**config.mk**
```make
export PLATFORM = sky130hd
export DESIGN_NAME = status_word_reg
export DESIGN_NICKNAME = d
export VERILOG_FILES = /design/src/rtl/psw_pkg.sv /design/src/rtl/psw_flag_calc.sv /design/src/rtl/psw_priv_gate.sv /design/src/rtl/psw_branch_eval.sv /design/src/rtl/status_word_reg.sv
export SDC_FILE = /design/constraint.sdc
export NUM_CORES = 1
export LEC_CHECK = 0
export BUFFER_PORTS_ARGS = -buffer_cell sky130_fd_sc_hd__buf_2
export CAP_MARGIN = 25
export CELL_PAD_IN_SITES_DETAIL_PLACEMENT = 1
export CELL_PAD_IN_SITES_GLOBAL_PLACEMENT = 1
export CORE_MARGIN = 5
export CORE_UTILIZATION = 28
export CTS_BUF_LIST = sky130_fd_sc_hd__clkbuf_4
export CTS_CLUSTER_SIZE = 8
export DETAILED_ROUTE_END_ITERATION = 8
export PLACE_DENSITY = 0.95
export SETUP_SLACK_MARGIN = 0.5
export SLEW_MARGIN = 10
export SYNTH_ARGS = -nofsm -noshare
export SYNTH_HDL_FRONTEND = slang
export SYNTH_SLANG_ARGS = --single-unit
export TNS_END_PERCENT = 100
```
**constraint.sdc**
```tcl
create_clock -name clk -period 2.3 [get_ports clk]
set_input_delay 0.23 -clock clk [delete_from_list [all_inputs] [get_ports clk]]
set_output_delay 0.23 -clock clk [all_outputs]
set_load 0.01 [all_outputs]
```
**src/rtl/psw_pkg.sv**
```systemverilog
package psw_pkg;

  typedef enum logic [1:0] {
    CLS_MOVE  = 2'b00,
    CLS_ARITH = 2'b01,
    CLS_LOGIC = 2'b10,
    CLS_CMP   = 2'b11
  } op_cls_e;

  typedef enum logic [1:0] {
    BR_ZERO    = 2'b00,
    BR_NONZERO = 2'b01,
    BR_LE      = 2'b10,
    BR_GT      = 2'b11
  } br_sel_e;

  // bit 0 is z, bit 4 is e
  typedef struct packed {
    logic e;
    logic v;
    logic c;
    logic s;
    logic z;
  } cc_flags_t;

  localparam int unsigned CC_W   = $bits(cc_flags_t);
  localparam int unsigned WORD_W = CC_W + 2;
  localparam int unsigned IE_BIT  = CC_W;
  localparam int unsigned SUP_BIT = CC_W + 1;

  function automatic logic sign_less(input cc_flags_t f);
    return f.s ^ f.v;
  endfunction

  function automatic logic cond_eval(input br_sel_e sel, input cc_flags_t f);
    logic r;
    case (sel)
      BR_ZERO:    r = f.z;
      BR_NONZERO: r = ~f.z;
      BR_LE:      r = f.z | sign_less(f);
      default:    r = ~f.z & ~sign_less(f);
    endcase
    return r;
  endfunction

endpackage

```
**src/rtl/psw_flag_calc.sv**
```systemverilog
module psw_flag_calc
  import psw_pkg::*;
#(
  parameter int unsigned DATA_W = 8
) (
  input  logic              op_valid,
  input  op_cls_e           op_class,
  input  logic [DATA_W-1:0] result,
  input  logic              carry,
  input  logic              ovf,
  input  cc_flags_t         cur,
  output cc_flags_t         nxt,
  output logic              upd
);
  logic res_zero;
  logic res_msb;

  assign res_zero = (result == '0);
  assign res_msb  = result[DATA_W-1];

  always_comb begin
    nxt = cur;
    upd = 1'b0;
    if (op_valid) begin
      case (op_class)
        CLS_ARITH: begin
          upd = 1'b1;
          nxt.z = res_zero;
          nxt.s = res_msb;
          nxt.c = carry;
          nxt.v = ovf;
        end
        CLS_LOGIC: begin
          upd = 1'b1;
          nxt.z = res_zero;
          nxt.s = res_msb;
          nxt.c = 1'b0;
          nxt.v = 1'b0;
        end
        CLS_CMP: begin
          upd = 1'b1;
          nxt.z = res_zero;
          nxt.s = res_msb;
          nxt.c = carry;
          nxt.v = ovf;
          nxt.e = res_zero;
        end
        default: ;
      endcase
    end
  end
endmodule

```
**src/rtl/psw_priv_gate.sv**
```systemverilog
module psw_priv_gate (
  input  logic clk,
  input  logic rst_n,
  input  logic wr_en,
  input  logic sup_now,
  output logic wr_accept,
  output logic wr_reject,
  output logic priv_fault
);
  assign wr_accept = wr_en & sup_now;
  assign wr_reject = wr_en & ~sup_now;

  always_ff @(posedge clk or negedge rst_n) begin
    if (!rst_n) priv_fault <= 1'b0;
    else        priv_fault <= wr_reject;
  end


  fault_follows_chk: assert property (@(posedge clk) disable iff (!rst_n)
    (wr_en && !sup_now) |=> priv_fault);


  fault_quiet_chk: assert property (@(posedge clk) disable iff (!rst_n)
    !(wr_en && !sup_now) |=> !priv_fault);
endmodule

```
**src/rtl/psw_branch_eval.sv**
```systemverilog
module psw_branch_eval
  import psw_pkg::*;
(
  input  br_sel_e   sel,
  input  cc_flags_t flags,
  output logic      taken
);
  assign taken = cond_eval(sel, flags);
endmodule

```
**src/rtl/status_word_reg.sv**
```systemverilog
module status_word_reg
  import psw_pkg::*;
#(
  parameter int unsigned DATA_W = 8
) (
  input  logic              clk,
  input  logic              rst_n,
  input  logic              op_valid,
  input  logic [1:0]        op_class,
  input  logic [DATA_W-1:0] alu_result,
  input  logic              alu_carry,
  input  logic              alu_ovf,
  input  logic              wr_en,
  input  logic [6:0]        wr_word,
  input  logic [1:0]        cond_sel,
  output logic              flag_z,
  output logic              flag_s,
  output logic              flag_c,
  output logic              flag_v,
  output logic              flag_e,
  output logic              irq_en,
  output logic              sup_mode,
  output logic [6:0]        status_word,
  output logic              branch_taken,
  output logic              priv_fault
);
  cc_flags_t flags_q, flags_nxt;
  logic      ie_q, sup_q;
  logic      flag_upd, wr_accept, wr_reject;

  psw_flag_calc #(.DATA_W(DATA_W)) u_calc (
    .op_valid (op_valid),
    .op_class (op_cls_e'(op_class)),
    .result   (alu_result),
    .carry    (alu_carry),
    .ovf      (alu_ovf),
    .cur      (flags_q),
    .nxt      (flags_nxt),
    .upd      (flag_upd)
  );

  psw_priv_gate u_gate (
    .clk        (clk),
    .rst_n      (rst_n),
    .wr_en      (wr_en),
    .sup_now    (sup_q),
    .wr_accept  (wr_accept),
    .wr_reject  (wr_reject),
    .priv_fault (priv_fault)
  );

  always_ff @(posedge clk or negedge rst_n) begin
    if (!rst_n) begin
      flags_q <= '0;
      ie_q    <= 1'b0;
      sup_q   <= 1'b1;
    end else if (wr_accept) begin
      flags_q <= cc_flags_t'(wr_word[CC_W-1:0]);
      ie_q    <= wr_word[IE_BIT];
      sup_q   <= wr_word[SUP_BIT];
    end else if (flag_upd) begin
      flags_q <= flags_nxt;
    end
  end

  psw_branch_eval u_br (
    .sel   (br_sel_e'(cond_sel)),
    .flags (flags_q),
    .taken (branch_taken)
  );

  assign flag_z      = flags_q.z;
  assign flag_s      = flags_q.s;
  assign flag_c      = flags_q.c;
  assign flag_v      = flags_q.v;
  assign flag_e      = flags_q.e;
  assign irq_en      = ie_q;
  assign sup_mode    = sup_q;
  assign status_word = {sup_q, ie_q, flags_q};


  user_write_inert_chk: assert property (@(posedge clk) disable iff (!rst_n)
    wr_reject |=> ($stable(ie_q) && $stable(sup_q)));


  move_keeps_flags_chk: assert property (@(posedge clk) disable iff (!rst_n)
    (!wr_accept && !(op_valid && op_class != 2'b00)) |=> $stable(flags_q));


  logic_clears_cv_chk: assert property (@(posedge clk) disable iff (!rst_n)
    (op_valid && op_class == 2'b10 && !wr_accept) |=> (!flags_q.c && !flags_q.v));


  zero_tracks_result_chk: assert property (@(posedge clk) disable iff (!rst_n)
    (op_valid && op_class == 2'b01 && !wr_accept) |=> (flags_q.z == ($past(alu_result) == '0)));


  write_wins_chk: assert property (@(posedge clk) disable iff (!rst_n)
    wr_accept |=> (status_word == $past(wr_word)));
endmodule

```
### Yosys cells after proc, flatten, opt, wreduce, memory -nomap -nowiden

Cells that the tools add are included.

| word-level totals | value |
|---|---|
| bits of input ports | 25 |
| register bits after elaboration | 8 |
| word-level logic and storage cells | 39 |
| output and inout bits | 16 |

| cells by class | value |
|---|---|
| eq/ne operators | 5 |
| multiplexer cells | 8 |
| bitwise operators | 8 |
| reduce and logical (&&, ||, !) cells | 10 |

Operator list:

| cell | count |
|---|---|
| two-way mux 5 bit | 3 |
| zero test 8 bit | 1 |
| one-hot mux 4 bit (2 select lines) | 1 |
| equality test 2 bit, second input constant | 3 |
| AND reduction 3 bit | 2 |
| nonzero test 2 bit | 3 |
| equality test 2 x 1 -> 1 bit, second input constant | 2 |
| AND 1 bit | 3 |
| two-way mux 1 bit | 3 |
| inverter 1 bit | 3 |
| one-hot mux 1 bit (3 select lines) | 1 |
| nonzero test 3 bit | 1 |
| OR reduction 3 bit | 1 |
| zero test 2 bit | 1 |
| OR reduction 2 bit | 1 |
| OR 1 bit | 1 |
| XOR 1 bit | 1 |

### Longest topological paths before layout

| logic depth | value |
|---|---|
| depth after elaboration | 6 |
| depth in mapped cells | 4 |
| gate-level depth less buffers | 3 |

### Modules after synthesis

A second synthesis with hierarchy kept.

| unflattened totals | value |
|---|---|
| cells, all modules | 52 |
| area total of the unflattened synthesis | 523.0 um2 |

Modules (own cells, without submodules):

| module | area an instance (um2) | times used | cells an instance |
|---|---|---|---|
| status_word_reg | 361.6 | 1 | 33 |
| psw_flag_calc | 93.8 | 1 | 13 |
| psw_priv_gate | 41.3 | 1 | 3 |
| psw_branch_eval | 26.3 | 1 | 3 |

### Least setup slack after synthesis

No wires, ideal clock.

| path | value |
|---|---|
| path type | register -> output |
| start point | reg flags_q (netlist bit flag_v) |
| end point | out branch_taken |
| path buffers | 0 |
| cell stages (with the launch flop) | 4 |
| arrival time | 0.941 ns |
| slack | 1.129 ns |
| path through | dfrtp_1 xor2_1 a21oi_1 xnor2_1 |

| between the ends | value |
|---|---|
| word-level cells in the longest chain between the ends | 4 |
| elaborated cells between the ends (all ways) | 5 |
| those cells by class | mux: 1; bitwise: 4 |

Ends and longest elaborated chain:

| item | line | source |
|---|---|---|
| start, declared | status_word_reg.sv:27 | `cc_flags_t flags_q, flags_nxt;` |
| start signal, assigned | status_word_reg.sv:58 | `flags_q <= cc_flags_t'(wr_word[CC_W-1:0]);` |
| start signal, assigned | status_word_reg.sv:62 | `flags_q <= flags_nxt;` |
| XOR 1 bit (*) | psw_pkg.sv:32 | `return f.s ^ f.v;` |
| inverter 1 bit | psw_pkg.sv:41 | `default: r = ~f.z & ~sign_less(f);` |
| AND 1 bit | psw_pkg.sv:41 |  |
| one-hot mux 1 bit (3 select lines) (*) | psw_pkg.sv:37 | `case (sel)` |
| end, declared | status_word_reg.sv:24 | `output logic branch_taken,` |

Mark *: on every way between the ends. The rest lies on a longest branch, timed or not.

### Final worst setup path

Same ends and word-level chain as after synthesis.

==> reports/qor.yml <==
outcome: "completed"
slowest_stage: "dfrtp_1"
r2r-start: "sup_mode"
ys.flop_type: "dfrtp_1"
critPathKind: "reg -> out"
worstReg2RegEnd: "irq_en"
slowest_delay_ps: 400
ys_types: 22
hold_end: "sup_mode"
tightest_slew_ps: 334.0
grt_max_degree: 12
h-tree-depth: 1
synth_edf_count: 0
rsz0062_at_grt: "no"
cts_made_buffers: 3
fin_total_pwr_uw: 359.8
irDropWorstVdd_mv: 0.2202
ant_nets: 0
cts.sinks: 8
wl_per_cell_um: 14.67
internal-power_uw: 265.5
max_freq_ghz: 0.6701
drive_gt1_share_pct: 58.54
start_kind: "flip-flop"
hold_violations: 0
netlist.area_leader.share_pct: 37.33
cp-startpoint: "flag_v"
synth_top_cell_by_area: "dfrtp_1"
slew_violations: 0
clkPwrFrac_pct: 35.2
power_frac_comb_pct: 22.1
dr.pass1.iters: 1
synthTopCellsByCount: "7 x buf_4, 7 x dfrtp_1, 5 x nor2_1"
io_buffers: 40
start_util_pct: 30.44
clock_path_buffers: 2
cts_resized: 0
grt_use_total_pct: 11.63
postLayoutCoreUtil_pct: 43.59
die_x_um: 50.94
setup_viol: 0
min-delay-start: "wr_en"
max-cap-violations: 0
cp.arrival_ps: 1260
final.fill_count: 204
clk_latency_ps: 250
die-height_um: 50.94
fin_skew_ps: 5.944
viasPerCell: 4.837
ff2ff_setup_slack_ps: 1050
place_congestion: 0.7585
syn-num-nets: 70
vias: 474
die-area_mm2: 0.002594
power_density_mw_per_mm2: 535.5
dp_hpwl_mm: 1.252
initialDrtViolationCount: 0
seq_power_share_pct: 42.7
r2r_cells: 2
yosysWarnings: 0
finalCritPeriodShare_pct: 64.88
avgSynthCellArea_um2: 10.43
switching_share_pct: 26.22
crit_required_ps: 2070
io_pins: 41
cp_max_fo: 4
grt-ovfl-total: 0
synthArstFlopShare_pct: 100.0
drc: 0
finalCriticalPeriod_ps: 1492
whs_path_depth: 2
tns_ps: 0
antenna_cells: 0
netlist_area_um2: 469.2
slew_headroom_pct: 77.68
cts_tree: "done"
min_path_type: "in -> reg"
layout.nets: 108
rows: 14
yosysSeqAreaShare_pct: 42.93
cts.clk_slew.worst_paths_ps: 50
antenna_found_initial: 0
cts-root-buf: "clkbuf_4"
cp-end-kind: "output pin"
ys_ff_latch: 8
syn2layout_area_growth_pct: 43.20
wirelength_mm: 1.438
grt_pass1_wl_mm: 2.332
crit_path_cell_trace: "xor2_1 > a21oi_1 > xnor2_1 > buf_2"
grt_pass1_vias: 548
switchingPower_uw: 94.35
coreArea_mm2: 0.001541
syn_inst: 45
synth.area.top_cells: "dfrtp_1 37%, buf_4 11%, nor4_4 9.1%"
power_leakage_uw: 0.0003690
stage by stage:
step | hold slack (ps) | std cells | worst slack, ps | cell area [µm²]
3_3_place_gp | 78.12 | 93 | 1087 | 631.9
3_5_place_dp | 81.90 | 93 | 1036 | 631.9
4_1_cts | 159.3 | 98 | 792.0 | 671.9
2_1_floorplan | -65.59 | 45 | 1129 | 469.2
5_1_grt | 176.5 | 98 | 752.4 | 671.9
6_report | 166.2 | 98 | 807.7 | 671.9
power groups by stage:
| stage | logic (µW) | registers, µW | clock network (µW) |
|---|---|---|---|
| floorplan | 33.5 | 160 | 0 |
| global placement | 78.3 | 155 | 0 |
| detailed placement | 79.9 | 156 | 0 |
| CTS | 81.6 | 154 | 131 |
| global route | 86.1 | 154 | 140 |
| finish | 79.4 | 154 | 127 |
cell usage in the layout, fill, tap and decap left out:
cell            n
buf_2          40
dfrtp_1         7
nor2_1          5
a21oi_1         4
clkbuf_4        4
nor4_4          2
nand2_1         2
a31oi_1         2
a32oi_1         2
xor2_1          1
xnor2_1         1
nor2b_1         1
o2111ai_1       1
o21ai_2         1
mux2_1          1
inv_1           1
a21boi_0        1
mux2i_1         1
and3_1          1
nand3_1         1
nand2b_1        1
dlygate4sd3_1   1
dfstp_2         1
worst max-delay path: cells and delay by family, from the launching register on:
kind	cells	cell delay (ps)
flops	1	400
compound gates	1	170
xor+xnor	2	300
buf+inv	1	140
worst max path at each step:
stage                              end  slack (ps)  cells past startpoint
after floorplan           branch_taken        1130                      3
after global placement          irq_en        1090                      2
after detailed placement        irq_en        1040                      2
after CTS                 branch_taken         790                      4
after global routing      branch_taken         750                      4
final                     branch_taken         810                      4
kinds of logic after synthesis:
group	share of synthesized area (%)
AND/OR/NAND/NOR	19.74
AO/OA/AOI/OAI	16.00
buffers and inverters	13.06
flip-flops	42.93
XOR/XNOR	3.734
multiplexers	4.533
area by class of cell:
cell class              count  area (µm²)  share of cell area, %
flip-flops and latches      8       201.4                  29.98
inverters                   1       3.754                 0.5587
clock buffers               4       30.03                  4.469
multi-input cells          28       206.4                  30.73
repair buffers             41       210.2                  31.28
well taps                  16       20.02                  2.980
registers in the layout, summed over array words and instances, names as in the netlist:
| signal | count |
|---|---|
| irq_en | 1 |
| sup_mode | 1 |
| flag_z | 1 |
| flag_s | 1 |
| flag_v | 1 |
| flag_c | 1 |
| flag_e | 1 |
| u_gate.priv_fault | 1 |
routing by layer:
layer	global-route usage, %	share of wire (%)
met5	0	0
met4	5.106	0
met3	3.779	9.3
met2	22.73	58
met1	10.59	33
what timing repair did:
action,CTS,global route
buffers inserted,0,0
setup endpoints to repair,0,0
endpoints found under the hold margin,7,0
hold buffers,1,0
(Power assumes the default switching activity.)
